<file path="config.mk">
export PLATFORM = sky130hd
export DESIGN_NAME = tod_counter
export DESIGN_NICKNAME = d
export VERILOG_FILES = /design/src/rtl/tod_pkg.sv /design/src/rtl/tod_field_inc.sv /design/src/rtl/tod_hour_inc.sv /design/src/rtl/tod_counter.sv
export SDC_FILE = /design/constraint.sdc
export NUM_CORES = 1
export LEC_CHECK = 0
export BUFFER_PORTS_ARGS = -buffer_cell sky130_fd_sc_hd__buf_2
export CORE_ASPECT_RATIO = 0.75
export CORE_UTILIZATION = 50
export DETAILED_ROUTE_END_ITERATION = 16
export PLACE_DENSITY = 0.75
export SYNTH_ARGS = -nofsm -noshare
export SYNTH_HDL_FRONTEND = slang
export SYNTH_SLANG_ARGS = --single-unit
</file>
<file path="constraint.sdc">
create_clock -name clk_i -period 2.3 [get_ports clk_i]
set_clock_uncertainty 0.1 [all_clocks]
set_input_delay 0.345 -clock clk_i [delete_from_list [all_inputs] [get_ports clk_i]]
set_output_delay 0.345 -clock clk_i [all_outputs]
set_load 0.03 [all_outputs]
</file>
<file path="src/rtl/tod_pkg.sv">
package tod_pkg;
  typedef enum logic [1:0] {
    SEL_SEC  = 2'd0,
    SEL_MIN  = 2'd1,
    SEL_HOUR = 2'd2,
    SEL_CTRL = 2'd3
  } tod_sel_e;

  typedef struct packed {
    logic h24;
    logic bin;
    logic hold;
  } tod_ctrl_t;

  localparam int unsigned CTRL_W = $bits(tod_ctrl_t);
endpackage

</file>
<file path="src/rtl/tod_field_inc.sv">
module tod_field_inc #(
  parameter int unsigned DATA_W = 8,
  parameter int unsigned LIMIT  = 59
) (
  input  logic [DATA_W-1:0] val_i,
  input  logic              bin_i,
  output logic [DATA_W-1:0] next_o,
  output logic              wrap_o
);
  localparam logic [DATA_W-1:0] LIM_BIN = DATA_W'(LIMIT);
  localparam logic [DATA_W-1:0] LIM_BCD = DATA_W'((LIMIT / 10) * 16 + (LIMIT % 10));

  logic [3:0]        lo;
  logic [DATA_W-5:0] hi;

  assign lo = val_i[3:0];
  assign hi = val_i[DATA_W-1:4];

  always_comb begin
    wrap_o = bin_i ? (val_i == LIM_BIN) : (val_i == LIM_BCD);
    if (wrap_o)          next_o = '0;
    else if (bin_i)      next_o = val_i + 1'b1;
    else if (lo >= 4'd9) next_o = {hi + 1'b1, 4'h0};
    else                 next_o = {hi, lo + 4'd1};
  end
endmodule

</file>
<file path="src/rtl/tod_hour_inc.sv">
module tod_hour_inc #(
  parameter int unsigned DATA_W = 8
) (
  input  logic [DATA_W-1:0] hour_i,
  input  logic              bin_i,
  input  logic              h24_i,
  output logic [DATA_W-1:0] next_o,
  output logic              day_o
);
  logic [DATA_W-1:0] inc_in, inc_next;
  logic              inc_wrap;
  logic [DATA_W-2:0] h_lo, code_12, code_11;
  logic              pm;

  assign pm      = hour_i[DATA_W-1];
  assign h_lo    = hour_i[DATA_W-2:0];
  assign code_12 = bin_i ? (DATA_W-1)'(12) : (DATA_W-1)'(18);
  assign code_11 = bin_i ? (DATA_W-1)'(11) : (DATA_W-1)'(17);
  assign inc_in  = h24_i ? hour_i : {1'b0, h_lo};

  tod_field_inc #(.DATA_W(DATA_W), .LIMIT(23)) u_inc (
    .val_i (inc_in),
    .bin_i (bin_i),
    .next_o(inc_next),
    .wrap_o(inc_wrap)
  );

  always_comb begin
    next_o = inc_next;
    day_o  = 1'b0;
    if (h24_i) begin
      day_o = inc_wrap;
    end else if (h_lo == code_12) begin
      next_o = {pm, (DATA_W-1)'(1)};
    end else if (h_lo == code_11) begin
      next_o = {~pm, code_12};
      day_o  = pm;
    end else begin
      next_o = {pm, inc_next[DATA_W-2:0]};
    end
  end
endmodule

</file>
<file path="src/rtl/tod_counter.sv">
module tod_counter
  import tod_pkg::*;
#(
  parameter int unsigned DATA_W   = 8,
  parameter int unsigned SEC_LAST = 59,
  parameter int unsigned MIN_LAST = 59
) (
  input  logic              clk_i,
  input  logic              rst_ni,
  input  logic              tick_i,
  input  logic              wr_en_i,
  input  logic [1:0]        wr_sel_i,
  input  logic [DATA_W-1:0] wr_data_i,
  input  logic [1:0]        rd_sel_i,
  output logic [DATA_W-1:0] rd_data_o,
  output logic              day_roll_o
);
  localparam int unsigned NFIELD = 2;

  tod_ctrl_t         ctrl_q;
  logic [DATA_W-1:0] sec_q, min_q, hour_q;
  logic [DATA_W-1:0] fld_val [NFIELD];
  logic [DATA_W-1:0] fld_nxt [NFIELD];
  logic [NFIELD-1:0] fld_wrap;
  logic [DATA_W-1:0] hour_nxt;
  logic              hour_day, advance, carry_s, carry_m, roll_q;

  assign fld_val[0] = sec_q;
  assign fld_val[1] = min_q;

  for (genvar i = 0; i < NFIELD; i++) begin : g_fld
    tod_field_inc #(
      .DATA_W(DATA_W),
      .LIMIT (i == 0 ? SEC_LAST : MIN_LAST)
    ) u_fld (
      .val_i (fld_val[i]),
      .bin_i (ctrl_q.bin),
      .next_o(fld_nxt[i]),
      .wrap_o(fld_wrap[i])
    );
  end

  tod_hour_inc #(.DATA_W(DATA_W)) u_hour (
    .hour_i(hour_q),
    .bin_i (ctrl_q.bin),
    .h24_i (ctrl_q.h24),
    .next_o(hour_nxt),
    .day_o (hour_day)
  );

  // any write in the cycle discards the tick
  assign advance = tick_i && !ctrl_q.hold && !wr_en_i;
  assign carry_s = fld_wrap[0];
  assign carry_m = carry_s && fld_wrap[1];

  always_ff @(posedge clk_i or negedge rst_ni) begin
    if (!rst_ni) begin
      sec_q  <= '0;
      min_q  <= '0;
      hour_q <= '0;
      ctrl_q <= '{h24: 1'b1, bin: 1'b0, hold: 1'b0};
      roll_q <= 1'b0;
    end else begin
      roll_q <= advance && carry_m && hour_day;
      if (wr_en_i) begin
        unique case (tod_sel_e'(wr_sel_i))
          SEL_SEC:  sec_q  <= wr_data_i;
          SEL_MIN:  min_q  <= wr_data_i;
          SEL_HOUR: hour_q <= wr_data_i;
          SEL_CTRL: ctrl_q <= tod_ctrl_t'(wr_data_i[CTRL_W-1:0]);
          default:  ;
        endcase
      end else if (advance) begin
        sec_q <= fld_nxt[0];
        if (carry_s) min_q  <= fld_nxt[1];
        if (carry_m) hour_q <= hour_nxt;
      end
    end
  end

  always_comb begin
    unique case (tod_sel_e'(rd_sel_i))
      SEL_SEC:  rd_data_o = sec_q;
      SEL_MIN:  rd_data_o = min_q;
      SEL_HOUR: rd_data_o = hour_q;
      SEL_CTRL: rd_data_o = DATA_W'(ctrl_q);
      default:  rd_data_o = '0;
    endcase
  end

  assign day_roll_o = roll_q;

  AST_HOLD_FREEZE: assert property (@(posedge clk_i) disable iff (!rst_ni)
    (ctrl_q.hold && !wr_en_i) |=> ($stable(sec_q) && $stable(min_q) && $stable(hour_q)));

  AST_IDLE_STABLE: assert property (@(posedge clk_i) disable iff (!rst_ni)
    (!tick_i && !wr_en_i) |=> ($stable(sec_q) && $stable(min_q) && $stable(hour_q)));

  AST_WRITE_WINS: assert property (@(posedge clk_i) disable iff (!rst_ni)
    (wr_en_i && wr_sel_i == 2'd0) |=> (sec_q == $past(wr_data_i)));

  AST_ROLL_ONE_CLK: assert property (@(posedge clk_i) disable iff (!rst_ni)
    day_roll_o |=> !day_roll_o);

  AST_ROLL_AT_MIDNIGHT: assert property (@(posedge clk_i) disable iff (!rst_ni)
    day_roll_o |-> (sec_q == '0 && min_q == '0 &&
                    hour_q == (ctrl_q.h24 ? DATA_W'(0) : (ctrl_q.bin ? DATA_W'(12) : DATA_W'(18)))));
endmodule

</file>
# ---- After elaboration in Yosys (flattened, before gate mapping)
# Cells that the tools add are included.
dict set report word_totals {
  ff_bits 28
  input_bits 16
  out_inout_bits 9
  elab_cells 96
}
dict set report op_classes {
  add_sub_neg 9
  order_cmp 3
  eq_ne 18
  mux 33
  bitwise_logic 1
  n_reduce_logical 22
}
# operator count
set ops {}
lappend ops {{$mux W8} 24}
lappend ops {{$pmux W8 S4} 1}
lappend ops {{$add A4 B1 Y4 const B} 6}
lappend ops {{$add A8 B1 Y8 const B} 3}
lappend ops {{$eq A8 B6 Y1 const B} 3}
lappend ops {{$eq A8 B7 Y1 const B} 2}
lappend ops {{$eq A7 B7 Y1} 2}
lappend ops {{$ge A4 B4 Y1 const B} 3}
lappend ops {{$mux W5} 2}
lappend ops {{$reduce_and A3 Y1} 3}
lappend ops {{$eq A2 B2 Y1 const B} 4}
lappend ops {{$eq A8 B5 Y1 const B} 1}
lappend ops {{$reduce_bool A4 Y1} 2}
lappend ops {{$mux W1} 6}
lappend ops {{$ne A2 B1 Y1 const B} 3}
lappend ops {{$reduce_bool A2 Y1} 3}
lappend ops {{$logic_and A1 B1 Y1} 5}
lappend ops {{$reduce_and A5 Y1} 1}
lappend ops {{$eq A2 B1 Y1 const B} 2}
lappend ops {{$logic_not A2 Y1} 2}
lappend ops {{$reduce_and A2 Y1} 2}
lappend ops {{$reduce_and A4 Y1} 1}
lappend ops {{$ne A3 B3 Y1 const B} 1}
lappend ops {{$reduce_bool A3 Y1} 1}
lappend ops {{2 further kinds} 3}

# ---- Depth between registers and ports, before layout
dict set report logic_depth {
  word_depth 11
  mapped_depth 8
  ltp_nobuf 7
}

# ---- By module
# Synthesis repeated with hierarchy kept, for this count alone.
dict set report unflattened {
  hier_cells 334
  hier_area_um2 2854.0
}
# mod n_inst cells_each area_per_inst_um2 seq_area_each_um2
set by_module_without_submodules {}
lappend by_module_without_submodules {tod_counter 1 148 1559.0 701.9}
lappend by_module_without_submodules {{tod_field_inc (g_fld[0].u_fld ...)} 2 42 297.8 0.0}
lappend by_module_without_submodules {tod_hour_inc 1 58 382.9 0.0}
lappend by_module_without_submodules {{tod_field_inc (u_hour.u_inc)} 1 44 316.6 0.0}

# ---- Least setup slack after synthesis
# OpenSTA, ideal clock, no wires.
dict set report synth_timing {
  path_type {flip-flop to flip-flop}
  startpoint {register hour_q[1]}
  endpoint {register hour_q[7]}
  setup_time_ps 125
  t_arrival_ps 2138
  required_ps 2075
  setup_slack_ps -63
  path_stages_with_launch 9
  n_path_buf 1
  synth_period_minus_slack_ps 2363
  path_cell_list {dfrtp_1 > clkbuf_1 > inv_1 > ha_1 > nor3b_1 > a2bb2oi_1 > nor4_1 > or3b_2 > mux2_4}
}
dict set report synth_via {
  elab_chain_len 9
  elab_cells_between_ends 18
  cone_classes {1 x add/sub; 1 x order compare; 5 x eq/ne; 9 x mux; 2 x reduce/logical}
}
# item line_no
set synth_lines {}
lappend synth_lines {{from (decl)} tod_counter.sv:21} ;# logic [DATA_W-1:0] sec_q, min_q, hour_q;
lappend synth_lines {{from (signal assigned)} tod_counter.sv:69} ;# SEL_HOUR: hour_q <= wr_data_i;
lappend synth_lines {{from (signal assigned)} tod_counter.sv:76} ;# if (carry_m) hour_q <= hour_nxt;
lappend synth_lines {{parallel branches: the longest is 9 deep, another holds $add A8 B1 Y8} -}
# Several ways; the timed one is not identified. The select of a mux whose other input is x is not followed.
# A chain may end at the register's enable or synchronous reset.

# ---- Worst setup path in the final report
dict set report layout_timing {
  startpoint {register sec_q[1]}
  endpoint {register hour_q[7]}
}
dict set report layout_via {
  elab_chain_len 5
  elab_cells_between_ends 6
  cone_classes {2 x eq/ne; 1 x mux; 3 x reduce/logical}
}
# item line_no
set layout_lines {}
lappend layout_lines {{from (decl)} tod_counter.sv:21}
lappend layout_lines {{from (signal assigned)} tod_counter.sv:67} ;# SEL_SEC: sec_q <= wr_data_i;
lappend layout_lines {{from (signal assigned)} tod_counter.sv:74} ;# sec_q <= fld_nxt[0];
lappend layout_lines {{$eq A8 B7 Y1 or $eq A8 B6 Y1 (tied branches)} tod_field_inc.sv:20} ;# wrap_o = bin_i ? (val_i == LIM_BIN) : (val_i == LIM_BCD);
lappend layout_lines {{$mux W1 *} tod_field_inc.sv:20}
lappend layout_lines {{$logic_and A1 B1 Y1 *} tod_counter.sv:54} ;# assign carry_m = carry_s && fld_wrap[1];
lappend layout_lines {{$reduce_bool A2 Y1 (no source line) *} -}
lappend layout_lines {{$reduce_and A5 Y1 (no source line) *} -}
# Mark *: on every way between the ends. The rest lies on a longest branch, timed or not.

==> metrics <==
status=finished with violations; violated checks=negative hold slack, negative setup slack; sequential fraction of the synthesis area=0.280; RSZ-0062 raised after global routing=true; initial antenna violation count=0; cells along the critical path=or4b_4 > a2111oi_4 > a21o_1 > o31ai_2 > mux2_4; worst-path maximum fanout=4; Final Critical Period=2.33 ns; R2R Setup Slk=-0.03 ns; Arr. time, crit path=2.41 ns; Final Non-Filler Cells=399; Slew Limit Fails=0; cell family with most CP delay=compound AO/OA/AOI/OAI gates; share of post-route cells with drive strength above 1=0.289; WHS=-0.0186 ns; Util after Layout=0.659; crit path from=sec_q[1]; Crit-path slowest cell=or4b_4; CTS root buffer=clkbuf_8; Reg-to-Reg End=hour_q[7]; starting density of the core=0.541; Yosys Warn Count=0; Compound-Gate Fraction of Synth Area=0.283; Hold Fails Final Rpt=19; FF-to-FF path depth=5; worst vdd ir=0.000484 V; main combinational cell family by area after synthesis=compound AO/OA/AOI/OAI gates; Core Area=4620 um^2; syn_nets=323; crit-path max cell delay=0.58 ns; synthesis-to-layout area growth=21.7%; Initial DRC Count=338; Final Setup Violations=2; dominant synthesized flop cell=dfrtp_1; Max Clock Freq=429 MHz; vias in the first global route=2409; Clock Latency Late Sink=0.28 ns; max-capacitance violation count=0; async set-reset flop share out of synthesis=1.00; startpoint types=flip-flop; Clock transition at path regs=0.10 ns; grt total ovfl=0; first-pass GRT wire length=12.6 mm; mux cell area share after synthesis=0.0665; Final Cycle Share=1.01; CP Capture Type=flip-flop; clock buffer depth=2; WL/cell=19.4 um; I/O pin cnt=25; Vias/cell=6.61; post-synthesis simple-gate area fraction=0.233; Synth Area per Inst=8.48 um^2; TNS Setup=-0.0505 ns; r2r startpoint=sec_q[1]; Post-Synth Adder-Cell Area=0.0600; clock sinks=28; Leak Pwr=0.00132 uW; HPWL Detailed=5.76 mm; worst path bufs/invs=0; GRT Total Usage=0.301; antenna viol nets, final=0; fin nets=371; Crit Path Category=flip-flop to flip-flop; number of synthesized flops with an enable pin=0; worst slew pin tran=0.810 ns; dpl cells=390; pre-CTS setup slack=-0.132 ns; Antenna Cells=0; CTS Hold Bufs=0; Rel. slew slack=0.456; H-tree Lvls=1; row cnt=21; flops & latches, synth=28; post-synthesis cell count=295; drt first pass iters=5; worst hold path class=input pin to asynchronous set/reset pin; DRC=0; largest net degree at the start of global routing=29; Synth Area in XOR/XNOR=0.0175; RD Place Congestion=0.972; TritonCTS clock tree=yes; routed vias=2639; synthesized cell area=2500 um^2; final worst slack=-0.0308 ns; die width=83.7 um; CP required=2.38 ns; CTS Buf Count=3; chip height=63.3 um; Pwr Density=817 nW/um^2; final wirelength=7.73 mm; DIE AREA=5290 um^2; Distinct cells, synth=67; port buffer count=24
-- state kept, by name, indices dropped and copies added, names as in the netlist --
| signal | count |
|---|---|
| hour_q | 8 |
| min_q | 8 |
| sec_q | 8 |
| ctrl_q | 3 |
| day_roll_o | 1 |
-- how the worst max path moves through the flow --
| stage | end | cells after the start |
|---|---|---|
| finish | hour_q[7] | 5 |
| floorplan | hour_q[7] | 8 |
| global route | hour_q[4] | 6 |
| CTS | hour_q[7] | 7 |
| global placement | min_q[5] | 7 |
| detailed placement | min_q[5] | 7 |
-- worst reg2reg max path, cell delays in order, from the launching register on --
cell and delay [ns]:
dfrtp_1 0.41, or4b_4 0.58, a2111oi_4 0.46, a21o_1 0.26, o31ai_2 0.11, mux2_4 0.30
-- cell type report --
cell class,instances,area [um^2]
Inverter,18,67.6
Timing Repair Buffer,62,417
Fill cell,400,1580
Sequential cell,28,702
Multi-Input combinational cell,230,1730
Clock buffer,4,55.1
Tap cell,57,71.3
-- cell families (layout without fill, tap and decap cells) --
| family | count (synthesis) | after routing |
|---|---|---|
| AO/OA/AOI/OAI | 98 | 98 |
| XOR/XNOR | 5 | 5 |
| adder cells (fa/ha/maj) | 12 | 12 |
| buffers and inverters | 37 | 84 |
| flip-flops | 28 | 28 |
| multiplexers | 12 | 12 |
| AND/OR/NAND/NOR | 103 | 103 |
-- layer usage --
metal	wire (um)	share of wire	vias to the layer above	global-route usage
met1	3480	0.45	1259	0.449
met5	0	0	-	0
li1	-	-	1226	-
met4	156	0.020	0	0.0953
met3	819	0.11	18	0.0957
met2	3270	0.42	136	0.405
-- where the power goes --
part | switching [uW] | leakage, uW | internal (uW)
sequential | 183 | 0.000335 | 631
combinational | 772 | 0.000954 | 581
clock | 166 | 0.0000288 | 154
-- cell usage after synthesis (4+ instances only) --
library cell | n | area (um^2)
nor2_1 | 14 | 52.6
nand2_1 | 27 | 101
ha_1 | 12 | 150
dfrtp_1 | 27 | 676
a21oi_1 | 20 | 100
nand3_1 | 13 | 65.1
nand4b_1 | 4 | 35.0
o22ai_1 | 6 | 37.5
a32oi_1 | 4 | 35.0
a31oi_1 | 5 | 31.3
nor3b_1 | 5 | 37.5
mux2i_1 | 5 | 50.1
inv_1 | 17 | 63.8
xor2_1 | 5 | 43.8
o31a_1 | 4 | 35.0
clkbuf_1 | 12 | 45.0
or3b_2 | 4 | 35.0
a211oi_1 | 4 | 30.0
o211ai_1 | 5 | 37.5
o21ai_0 | 16 | 80.1
nor3_1 | 4 | 20.0
and3_1 | 5 | 31.3
-- stage by stage --
| stage | area, um^2 | power, uW |
|---|---|---|
| after floorplan | 2500 | 1590 |
| after global placement | 2860 | 2040 |
| after detailed placement | 2860 | 2060 |
| after CTS | 2920 | 2380 |
| after global routing | 3050 | 2660 |
| final | 3050 | 2490 |
-- placed cells by master (no fill, tap or decap), drive strengths merged, types with 6 or more instances in the layout --
| master | synthesis | final |
|---|---|---|
| a21oi | 20 | 20 |
| buf | 7 | 62 |
| dfrtp | 27 | 27 |
| ha | 12 | 12 |
| inv | 17 | 17 |
| nand2 | 27 | 27 |
| nand3 | 13 | 13 |
| nor2 | 14 | 14 |
| o21ai | 16 | 16 |
| o22ai | 6 | 6 |
-- what timing repair did --
item	4_1_cts	5_1_grt
resized for setup	1	22
setup endpoints to repair	6	21
gates cloned	0	0
pin swaps	1	10
buffers inserted	0	5
No activity file was read; power rests on OpenSTA's default activity.
